<file path="config.mk">
export PLATFORM = sky130hd
export DESIGN_NAME = pix_out_fmt
export DESIGN_NICKNAME = d
export VERILOG_FILES = /design/src/rtl/pof_pkg.sv /design/src/rtl/pof_mode_seq.sv /design/src/rtl/pof_lane_map.sv /design/src/rtl/pof_out_stage.sv /design/src/rtl/pix_out_fmt.sv
export SDC_FILE = /design/constraint.sdc
export NUM_CORES = 1
export LEC_CHECK = 0
export BUFFER_PORTS_ARGS = -buffer_cell sky130_fd_sc_hd__buf_2
export CORE_UTILIZATION = 35
export DETAILED_ROUTE_END_ITERATION = 8
export PLACE_DENSITY = 0.57
export SYNTH_ARGS = -nofsm -noshare
export SYNTH_HDL_FRONTEND = slang
export SYNTH_SLANG_ARGS = --single-unit
export TNS_END_PERCENT = 1
</file>
<file path="constraint.sdc">
create_clock -name clk -period 2.05 [get_ports clk]
set_input_delay 0.41 -clock clk [delete_from_list [all_inputs] [get_ports clk]]
set_output_delay 0.41 -clock clk [all_outputs]
set_load 0.02 [all_outputs]
</file>
<file path="src/rtl/pof_pkg.sv">
// Package: shared widths, mode codes and the per-mode pin enable mask.
// Assumes the port is two lanes of COMP_W bits each.
package pof_pkg;
    localparam int COMP_W   = 10;
    localparam int PORT_W   = 2 * COMP_W;
    localparam int LANE_W   = PORT_W / 2;
    localparam int NARROW_W = 8;
    localparam int NIB_W    = NARROW_W / 2;

    localparam logic [2:0] MODE_IL8   = 3'd0;
    localparam logic [2:0] MODE_IL10  = 3'd1;
    localparam logic [2:0] MODE_TL16  = 3'd2;
    localparam logic [2:0] MODE_TL20  = 3'd3;
    localparam logic [2:0] MODE_DDR12 = 3'd4;
    localparam logic [2:0] MODE_OFF   = 3'd7;

    // Pins driven in a given mode; unknown codes drive nothing.
    function automatic logic [PORT_W-1:0] pin_mask(input logic [2:0] m);
        logic [PORT_W-1:0] k;
        k = '0;
        case (m)
            MODE_IL8:   k[PORT_W-1 -: NARROW_W] = '1;
            MODE_IL10:  k[PORT_W-1 -: COMP_W]   = '1;
            MODE_TL16: begin
                k[PORT_W-1 -: NARROW_W] = '1;
                k[LANE_W-1 -: NARROW_W] = '1;
            end
            MODE_TL20:  k = '1;
            MODE_DDR12: begin
                k[PORT_W-1 -: NARROW_W] = '1;
                k[LANE_W-1 -: NIB_W]    = '1;
            end
            default:    k = '0;
        endcase
        return k;
    endfunction
endpackage

</file>
<file path="src/rtl/pof_mode_seq.sv">
// Mode and line sequencer: holds the active mode code and the chroma
// parity of the current line. Assumes line_start never coincides with
// pix_valid.
module pof_mode_seq
    import pof_pkg::*;
(
    input  logic       clk,
    input  logic       rst_n,
    input  logic       line_start,
    input  logic [2:0] mode_req,
    input  logic       pix_valid,
    output logic [2:0] mode_q,
    output logic       chroma_odd
);
    // Active mode: loaded only at a line boundary, reset to all-off.
    always_ff @(posedge clk) begin
        if (!rst_n)
            mode_q <= MODE_OFF;
        else if (line_start)
            mode_q <= mode_req;
    end

    // Chroma parity: restarts on Cb each line, flips per accepted pixel.
    always_ff @(posedge clk) begin
        if (!rst_n || line_start)
            chroma_odd <= 1'b0;
        else if (pix_valid)
            chroma_odd <= ~chroma_odd;
    end
endmodule

</file>
<file path="src/rtl/pof_lane_map.sv">
// Lane mapper: places the components of one pixel into the two port
// words. word_a is the first slot or first DDR half, word_b the second.
// Two-lane modes use word_a only. Pins not driven by a mode stay zero.
module pof_lane_map
    import pof_pkg::*;
(
    input  logic [2:0]        mode,
    input  logic              chroma_odd,
    input  logic [COMP_W-1:0] y_g,
    input  logic [COMP_W-1:0] cb_b,
    input  logic [COMP_W-1:0] cr_r,
    output logic [PORT_W-1:0] word_a,
    output logic [PORT_W-1:0] word_b
);
    logic [COMP_W-1:0]   chroma;
    logic [NARROW_W-1:0] y_n, c_n, b_n, r_n;

    assign chroma = chroma_odd ? cr_r : cb_b;
    assign y_n    = y_g[COMP_W-1 -: NARROW_W];
    assign c_n    = chroma[COMP_W-1 -: NARROW_W];
    assign b_n    = cb_b[COMP_W-1 -: NARROW_W];
    assign r_n    = cr_r[COMP_W-1 -: NARROW_W];

    // Field placement per mode.
    always_comb begin
        word_a = '0;
        word_b = '0;
        case (mode)
            MODE_IL8: begin
                word_a[PORT_W-1 -: NARROW_W] = c_n;
                word_b[PORT_W-1 -: NARROW_W] = y_n;
            end
            MODE_IL10: begin
                word_a[PORT_W-1 -: COMP_W] = chroma;
                word_b[PORT_W-1 -: COMP_W] = y_g;
            end
            MODE_TL16: begin
                word_a[PORT_W-1 -: NARROW_W] = y_n;
                word_a[LANE_W-1 -: NARROW_W] = c_n;
            end
            MODE_TL20: begin
                word_a[PORT_W-1 -: COMP_W] = y_g;
                word_a[LANE_W-1 -: COMP_W] = chroma;
            end
            MODE_DDR12: begin
                word_a[PORT_W-1 -: NARROW_W]      = b_n;
                word_a[LANE_W-1 -: NIB_W]         = y_n[NIB_W-1:0];
                word_b[PORT_W-1 -: NIB_W]         = r_n[NIB_W-1:0];
                word_b[PORT_W-NIB_W-1 -: NIB_W]   = y_n[NARROW_W-1 -: NIB_W];
                word_b[LANE_W-1 -: NIB_W]         = r_n[NARROW_W-1 -: NIB_W];
            end
            default: ;
        endcase
    end
endmodule

</file>
<file path="src/rtl/pof_out_stage.sv">
// Output stage: registers both words of the accepted pixel together and
// picks the word shown on the port: slot order in the interleaved modes,
// ddr_phase in DDR mode, the first word otherwise. Assumes at most one
// interleaved pixel every two cycles.
module pof_out_stage
    import pof_pkg::*;
(
    input  logic              clk,
    input  logic              rst_n,
    input  logic [2:0]        mode,
    input  logic              pix_valid,
    input  logic              ddr_phase,
    input  logic [PORT_W-1:0] word_a,
    input  logic [PORT_W-1:0] word_b,
    output logic [PORT_W-1:0] pins_raw
);
    logic [PORT_W-1:0] half_a, half_b;
    logic              slot_b;
    logic              is_il;

    assign is_il = (mode == MODE_IL8) || (mode == MODE_IL10);

    // Capture both halves of one pixel in the same edge.
    always_ff @(posedge clk) begin
        if (!rst_n) begin
            half_a <= '0;
            half_b <= '0;
        end else if (pix_valid) begin
            half_a <= word_a;
            half_b <= word_b;
        end
    end

    // Slot tracker: first slot after capture, second slot afterwards.
    always_ff @(posedge clk) begin
        if (!rst_n || pix_valid)
            slot_b <= 1'b0;
        else
            slot_b <= is_il;
    end

    // Port word select per mode.
    always_comb begin
        if (mode == MODE_DDR12)
            pins_raw = ddr_phase ? half_a : half_b;
        else if (is_il)
            pins_raw = slot_b ? half_b : half_a;
        else
            pins_raw = half_a;
    end
endmodule

</file>
<file path="src/rtl/pix_out_fmt.sv">
// Top: multi-mode pixel output formatter. Ties the sequencer, the lane
// mapper and the output stage together, and drives the enable vector.
// Disabled pins are forced to zero.
module pix_out_fmt
    import pof_pkg::*;
(
    input  logic              clk,
    input  logic              rst_n,
    input  logic              line_start,
    input  logic [2:0]        mode_req,
    input  logic              pix_valid,
    input  logic [COMP_W-1:0] y_g_in,
    input  logic [COMP_W-1:0] cb_b_in,
    input  logic [COMP_W-1:0] cr_r_in,
    input  logic              ddr_phase,
    output logic [PORT_W-1:0] pix_out,
    output logic [PORT_W-1:0] pix_oe
);
    logic [2:0]        mode_q;
    logic              chroma_odd;
    logic [PORT_W-1:0] word_a, word_b, pins_raw;

    pof_mode_seq u_seq (
        .clk        (clk),
        .rst_n      (rst_n),
        .line_start (line_start),
        .mode_req   (mode_req),
        .pix_valid  (pix_valid),
        .mode_q     (mode_q),
        .chroma_odd (chroma_odd)
    );

    pof_lane_map u_map (
        .mode       (mode_q),
        .chroma_odd (chroma_odd),
        .y_g        (y_g_in),
        .cb_b       (cb_b_in),
        .cr_r       (cr_r_in),
        .word_a     (word_a),
        .word_b     (word_b)
    );

    pof_out_stage u_out (
        .clk        (clk),
        .rst_n      (rst_n),
        .mode       (mode_q),
        .pix_valid  (pix_valid),
        .ddr_phase  (ddr_phase),
        .word_a     (word_a),
        .word_b     (word_b),
        .pins_raw   (pins_raw)
    );

    // Enable vector: nothing is driven while reset is asserted.
    assign pix_oe  = rst_n ? pin_mask(mode_q) : '0;
    assign pix_out = pins_raw & pix_oe;
endmodule

</file>
# Word-level counts from Yosys, hierarchy flattened
# Index checks and enable logic that the tools add are counted.
[classes] bitwise=2 muxes=19 reduce_logical=10 eq_ne=4
[ops] operator="$mux 20" n=5
[ops] operator="$pmux 8 s3" n=1
[ops] operator="$and 20x20->20" n=1
[ops] operator="$mux 4" n=4
[ops] operator="$pmux 8 s2" n=1
[ops] operator="$mux 10" n=1
[ops] operator="$mux 2" n=4
[ops] operator="$mux 8" n=1
[ops] operator="$pmux 4 s2" n=1
[ops] operator="$eq 3x2->1 const B" n=2
[ops] operator="$reduce_or 2->1" n=3
[ops] operator="$reduce_or 5->1" n=1
[ops] operator="$pmux 2 s2" n=1
[ops] operator="$eq 3x1->1 const B" n=1
[ops] operator="$eq 3x3->1 const B" n=1
[ops] operator="$logic_not 3->1" n=1
[ops] operator="$logic_or 1x1->1" n=3
[ops] operator="$reduce_or 3->1" n=1
[ops] operator="$logic_not 1->1" n=1
[ops] operator="$not 1->1" n=1
[word_totals] regBits=39 in_bits=38 word_cells=40 output_inout_bits=40

# Depth between registers and ports, before layout
[logic_depth] ltp_word=5 depth_mapped=6

# By module
# Synthesis repeated with hierarchy kept, for this count alone.
[unflattened] hier_cells=307 area_unflattened_um2=3101.7
[modules_own_cells] module="pof_out_stage" seq_area_each_um2=820.8 n_inst=1 cells_each=156 area_each_um2=1879.3
[modules_own_cells] module="pof_lane_map" seq_area_each_um2=0.0 n_inst=1 cells_each=95 area_each_um2=758.2
[modules_own_cells] module="pix_out_fmt" seq_area_each_um2=0.0 n_inst=1 cells_each=44 area_each_um2=326.6
[modules_own_cells] module="pof_mode_seq" seq_area_each_um2=80.1 n_inst=1 cells_each=12 area_each_um2=137.6

# Worst setup path after synthesis
# OpenSTA, ideal clock, no wires.
[synth_timing] path_kind="reg2out" from="register u_seq.mode_q[1]" to="output pix_out[0]" path_stages_with_launch=6 path_slack_ns=-0.040 t_required_ns=1.640 t_arrival_ns=1.680 cell_sequence="dfxtp_1 -> buf_4 -> buf_2 -> nand2_1 -> nor3_1 -> and2_1"
[synth_between] elab_cells_between_ends=10
[synth_rtl] element="from (decl)" line_no="pof_mode_seq.sv:12" source="output logic [2:0] mode_q,"
[synth_rtl] element="from (signal assigned)" line_no="pof_mode_seq.sv:20" source="mode_q <= mode_req;"
[synth_rtl] element="$eq 3x2->1" line_no="pof_pkg.sv:21" source="case (m)"
[synth_rtl] element="$mux 2" line_no="pof_pkg.sv:21"
[synth_rtl] element="$mux 20" line_no="pix_out_fmt.sv:55" source="assign pix_oe = rst_n ? pin_mask(mode_q) : '0;"
[synth_rtl] element="named net pix_oe[0]" line_no="pix_out_fmt.sv:17" source="output logic [PORT_W-1:0] pix_oe"
[synth_rtl] element="$and 20x20->20" line_no="pix_out_fmt.sv:56" source="assign pix_out = pins_raw & pix_oe;"
[synth_rtl] element="to (decl)" line_no="pix_out_fmt.sv:16" source="output logic [PORT_W-1:0] pix_out,"
# The timed path passes the listed nets, and every way through them passes these cells.

# Final worst setup path
[layout_timing] from="register u_seq.mode_q[1]" to="output pix_out[6]"
[layout_between] elab_chain_len=5 elab_cells_between_ends=12
[layout_lines] element="$eq 3x2->1 (tied with other cells)" line_no="pof_pkg.sv:21"
[layout_lines] element="$reduce_or 3->1 (no line) or $logic_or 1x1->1 (tied branches)"
[layout_lines] element="$mux 4 or $mux 20 (tied branches)" line_no="pof_pkg.sv:21, pof_out_stage.sv:46"
[layout_lines] element="$mux 20 (on tied branches)" line_no="pix_out_fmt.sv:55, pof_out_stage.sv:44"
[layout_lines] element="$and 20x20->20 (*)" line_no="pix_out_fmt.sv:56"
# Mark *: on every way between the ends. The rest lies on a longest branch, timed or not.

==> results.md <==
- The areal power density over the cells is 601 nW/um^2.
- Across the VDD grid, the largest voltage drop is 313 uV.
- The flow ran to the end, but the final reports show violations.
- The slack of the critical path is -27.5 ps.
- Traced cell by cell, the critical path runs through nor4b_4, buf_4, buf_6, o21ai_1, a21oi_1, buf_4.
- Dividing the detail-routed wire length by the instance count gives about 17 um.
- The number of distinct standard cells referenced by the synthesized netlist is 41.
- The remaining design rule violation count is 0.
- The number of antenna repair diodes is 0.
- In the global route stage, met3 resource usage came out at 3.46%.
- The number of max-cap violations is 0.
- The final reports fail on setup timing.
- The core region is 6390 um^2.
- The number of antenna violations at the first check in global routing was 0.
- The synthesized area per cell is ~8 um^2.
- Global routing used 26.5% of the available met1 tracks.
- The gate count after technology mapping is 284.
- The routed layout has between 2000 and 2500 vias.
- In this run, the number of DRC markers left after iteration 0 of detailed routing was 92.
- The slowest cell on the critical path is dfxtp_4.
- The smallest clock period supported by the final layout is computed as about 2100 ps.
- The TritonCTS clock tree is built.
- The share of synthesized area occupied by flip-flops and latches is about a third.
- In the routed layout, each cell is associated on average with a via count of 5.21.
- The number of cells on the worst reg-to-reg path is 7.
- The instance count after placement with tap cells included is 421.
- Derived from the worst setup path, the maximum achievable clock frequency is 481 MHz.
- The post-synthesis net count is 322.
- The count of input and output buffers is 77.
- The actual transition at the worst max-transition pin is 414 ps.
- The share of synthesized area in the top cell type comes to about a third.
- The tightest slew margin relative to the limit is 72.0%.
- The standard-cell row count is 29.
- The global routing usage on met2 is 33.9%.
- By area the synthesized netlist is led by dfxtp_1 34%, buf_4 5.8%, nand2_1 5.5%.
- The clock tree root buffer cell is clkbuf_8.
- The wire-length estimate of the detail-placed layout is 4960 um.
- The maximum fanout encountered on the critical timing path is 7.
- Of all cell types, the one taking the most synthesized area is dfxtp_1.
- Yosys printed 0 warnings.
- With fillers left out, the area of the finished cells amounts to 3060 um^2.
- The starting density of the core is 36.5%.
- In this run the horizontal extent of the chip is roughly 84 um.
- The final weighted congestion of routability-driven global placement is around 0.8.
- The non-filler instance count after layout is 436.
- The delay of the slowest cell on the worst path is 390 ps.
- The smallest hold slack is 338 ps.
- For this run, asynchronously set or reset flops after synthesis account for 0%.
- The via count of the first global-routing pass is 2128.
- STA puts the critical path data arrival time at 1670 ps.
- The worst setup path is captured at a primary output.
- The global routing stage identified its most utilized layer as met2.
- The number of flip-flops and latches in the synthesized netlist is 39.
- The worst hold path depth is 3.
- Setup repair after global routing could not meet its margin everywhere.
- Entering global routing, the biggest net connects 20 pins.
- Global routing consumed, over all layers together, 20.4% of the routing resources.
- The deepest clock path buffer count is 2.
- The area of the die is 6990 um^2.
- The total congestion overflow is 0.
- The number of buffers added by the clock tree synthesis step is 5.
- In the final layout, the share of cells above drive strength 1 is 39.3%.
- The static leakage is roughly 1.3 nW.
- The worst-case clock skew is 7.44 ps.
- The data required time at the worst endpoint is 1640 ps.
- The total standard cell area after synthesis is 2330 um^2.
- The total iterations of the first detailed-routing run is 4.
- The total I/O pin count is 78.
- STA classifies the critical path startpoint as a register.
- The first-pass GRT wire length is 11000 um.
- Setup violations remaining at the end of the flow were counted as 7.
- The most prevalent standard cell on the critical path is buf_4.
- The ratio of final minimum period to clock period is 101%.
- The count of antenna-violating nets left after detailed routing is 0.
- The number of clock sinks seen by CTS is 39.
- After clock tree synthesis, the clock-pin slew on the worst setup and hold paths is around 80 ps.
- The clock insertion delay at the later pin of the skew report is 290 ps.
- From bottom edge to top edge, the die measures 83.6 um.
- By count the netlist is led by 39 x dfxtp_1, 34 x nand2_1, 24 x o21ai_0, 18 x buf_4.
- The standard cell area after detailed placement is ~2700 um^2.
- Relative to the synthesized area, the layout overhead comes to 31.4%.
- dfxtp_1 is the most common cell in the netlist.
- The number of nets in the layout is 396.
- The min-delay analysis places its worst path in the category in -> reg.
- The post-detailed-routing wire length is 7290 um.
- The max-slew violation count was 0.
- The most common flop cell mapped by yosys is dfxtp_1.
- The hold violation total from the final report was 0.
- The number of levels in the clock H-tree is 2.
- The count of flip-flops with a built-in enable after synthesis is 0.
- The setup path with the least slack is of type reg -> out.
## routing by layer
| metal | part of all wire, % | wire (um) | vias up |
|---|---|---|---|
| met2 | 49 | 3550 | 73 |
| met1 | 44 | 3180 | 1052 |
| met3 | 5.9 | 431 | 8 |
| met5 | 0 | 0 | - |
| li1 | - | - | 1137 |
| met4 | 1.7 | 125 | 0 |
## through the flow
| stage | util, % | total power, W | setup slack [ps] | setup TNS, ps |
|---|---|---|---|---|
| 3_5_place_dp | 43.0 | 0.00106 | 108 | 0 |
| 5_1_grt | 47.9 | 0.00191 | -86.9 | -1090 |
| 2_1_floorplan | - | 0.000963 | 75.9 | 0 |
| 3_3_place_gp | 43.0 | 0.00106 | 115 | 0 |
| 4_1_cts | 45.9 | 0.00184 | -34.5 | -213 |
| 6_report | 47.9 | 0.00184 | -27.5 | -84.4 |
## sequential cells by signal (all words and copies together), names as in the netlist
register / cells
u_out.slot_b: 1
u_out.half_a: 20
u_out.half_b: 14
u_seq.chroma_odd: 1
u_seq.mode_q: 3
## worst max-delay path, delay by kind of cell (launching register included)
| kind | cells | cell delay [ps] |
|---|---|---|
| and+or+nand+nor | 1 | 320 |
| DFF | 1 | 390 |
| buffers and inverters | 3 | 450 |
| AOI/OAI and AO/OA | 2 | 210 |
## power by group
part,switching [W],internal (W),leakage [nW],total (W)
clock,0.000284,0.000487,0.0654,0.000771
combinational,0.000159,0.000115,0.957,0.000274
sequential,0.0000207,0.000773,0.316,0.000794
## placed cells by master (no fill, tap or decap), types with 2 or more instances in the layout
master     count
buf_2         61
buf_4         36
dfxtp_1       36
nand2_1       34
o21ai_0       15
inv_1         13
and2_1        13
a21oi_1       12
a22o_1        12
mux2i_1       12
nor2b_1       11
nand3_2       10
o22ai_1       10
o21ai_1        8
nor2_1         8
a221o_1        8
and3_1         5
clkbuf_8       5
buf_6          5
o21ai_2        4
o31a_1         4
nor3b_4        2
or4b_4         2
a21oi_2        2
nand3b_1       2
a31oi_1        2
nand3_1        2
o21a_1         2
bufinv_16      2
dfxtp_4        2
## kinds of logic (layout without fill, tap and decap cells)
| logic type | Yosys count | in the layout | synth area share (%) |
|---|---|---|---|
| buffers and inverters | 52 | 125 | 12.5 |
| DFF | 39 | 39 | 33.5 |
| and+or+nand+nor | 99 | 101 | 25.6 |
| muxes | 12 | 12 | 5.16 |
| AOI/OAI and AO/OA | 81 | 81 | 22.8 |
| xor gates and xnor gates | 1 | 1 | 0.376 |
## path summary, 6_finish.rpt
check	from	endpoint	slack, ps
setup reg to reg	u_seq.mode_q[1]	u_out.half_a[14]	290
setup / recovery	u_seq.mode_q[1]	pix_out[6]	-30
hold / removal	mode_req[0]	u_seq.mode_q[0]	340
hold reg to reg	u_out.half_a[1]	u_out.half_a[1]	450
## final cells by class
type                       instances  area, um^2
fill                             650        3320
timing repair buffer             103         652
clock buffer                       6        72.6
tap                               77        96.3
inverter                          14        52.6
sequential                        39         790
clock inverter                     2        60.1
multi-input combinational        195        1340
## repair_timing
item | in CTS | in global routing
hold buffers | 0 | 0
setup endpoints to repair | 30 | 26
buffers inserted | 0 | 4
endpoints found under the hold margin | 0 | 0
gates resized for setup | 14 | 40
cloned | 2 | 1
pin swaps | 10 | 13
(Power assumes the default switching activity.)
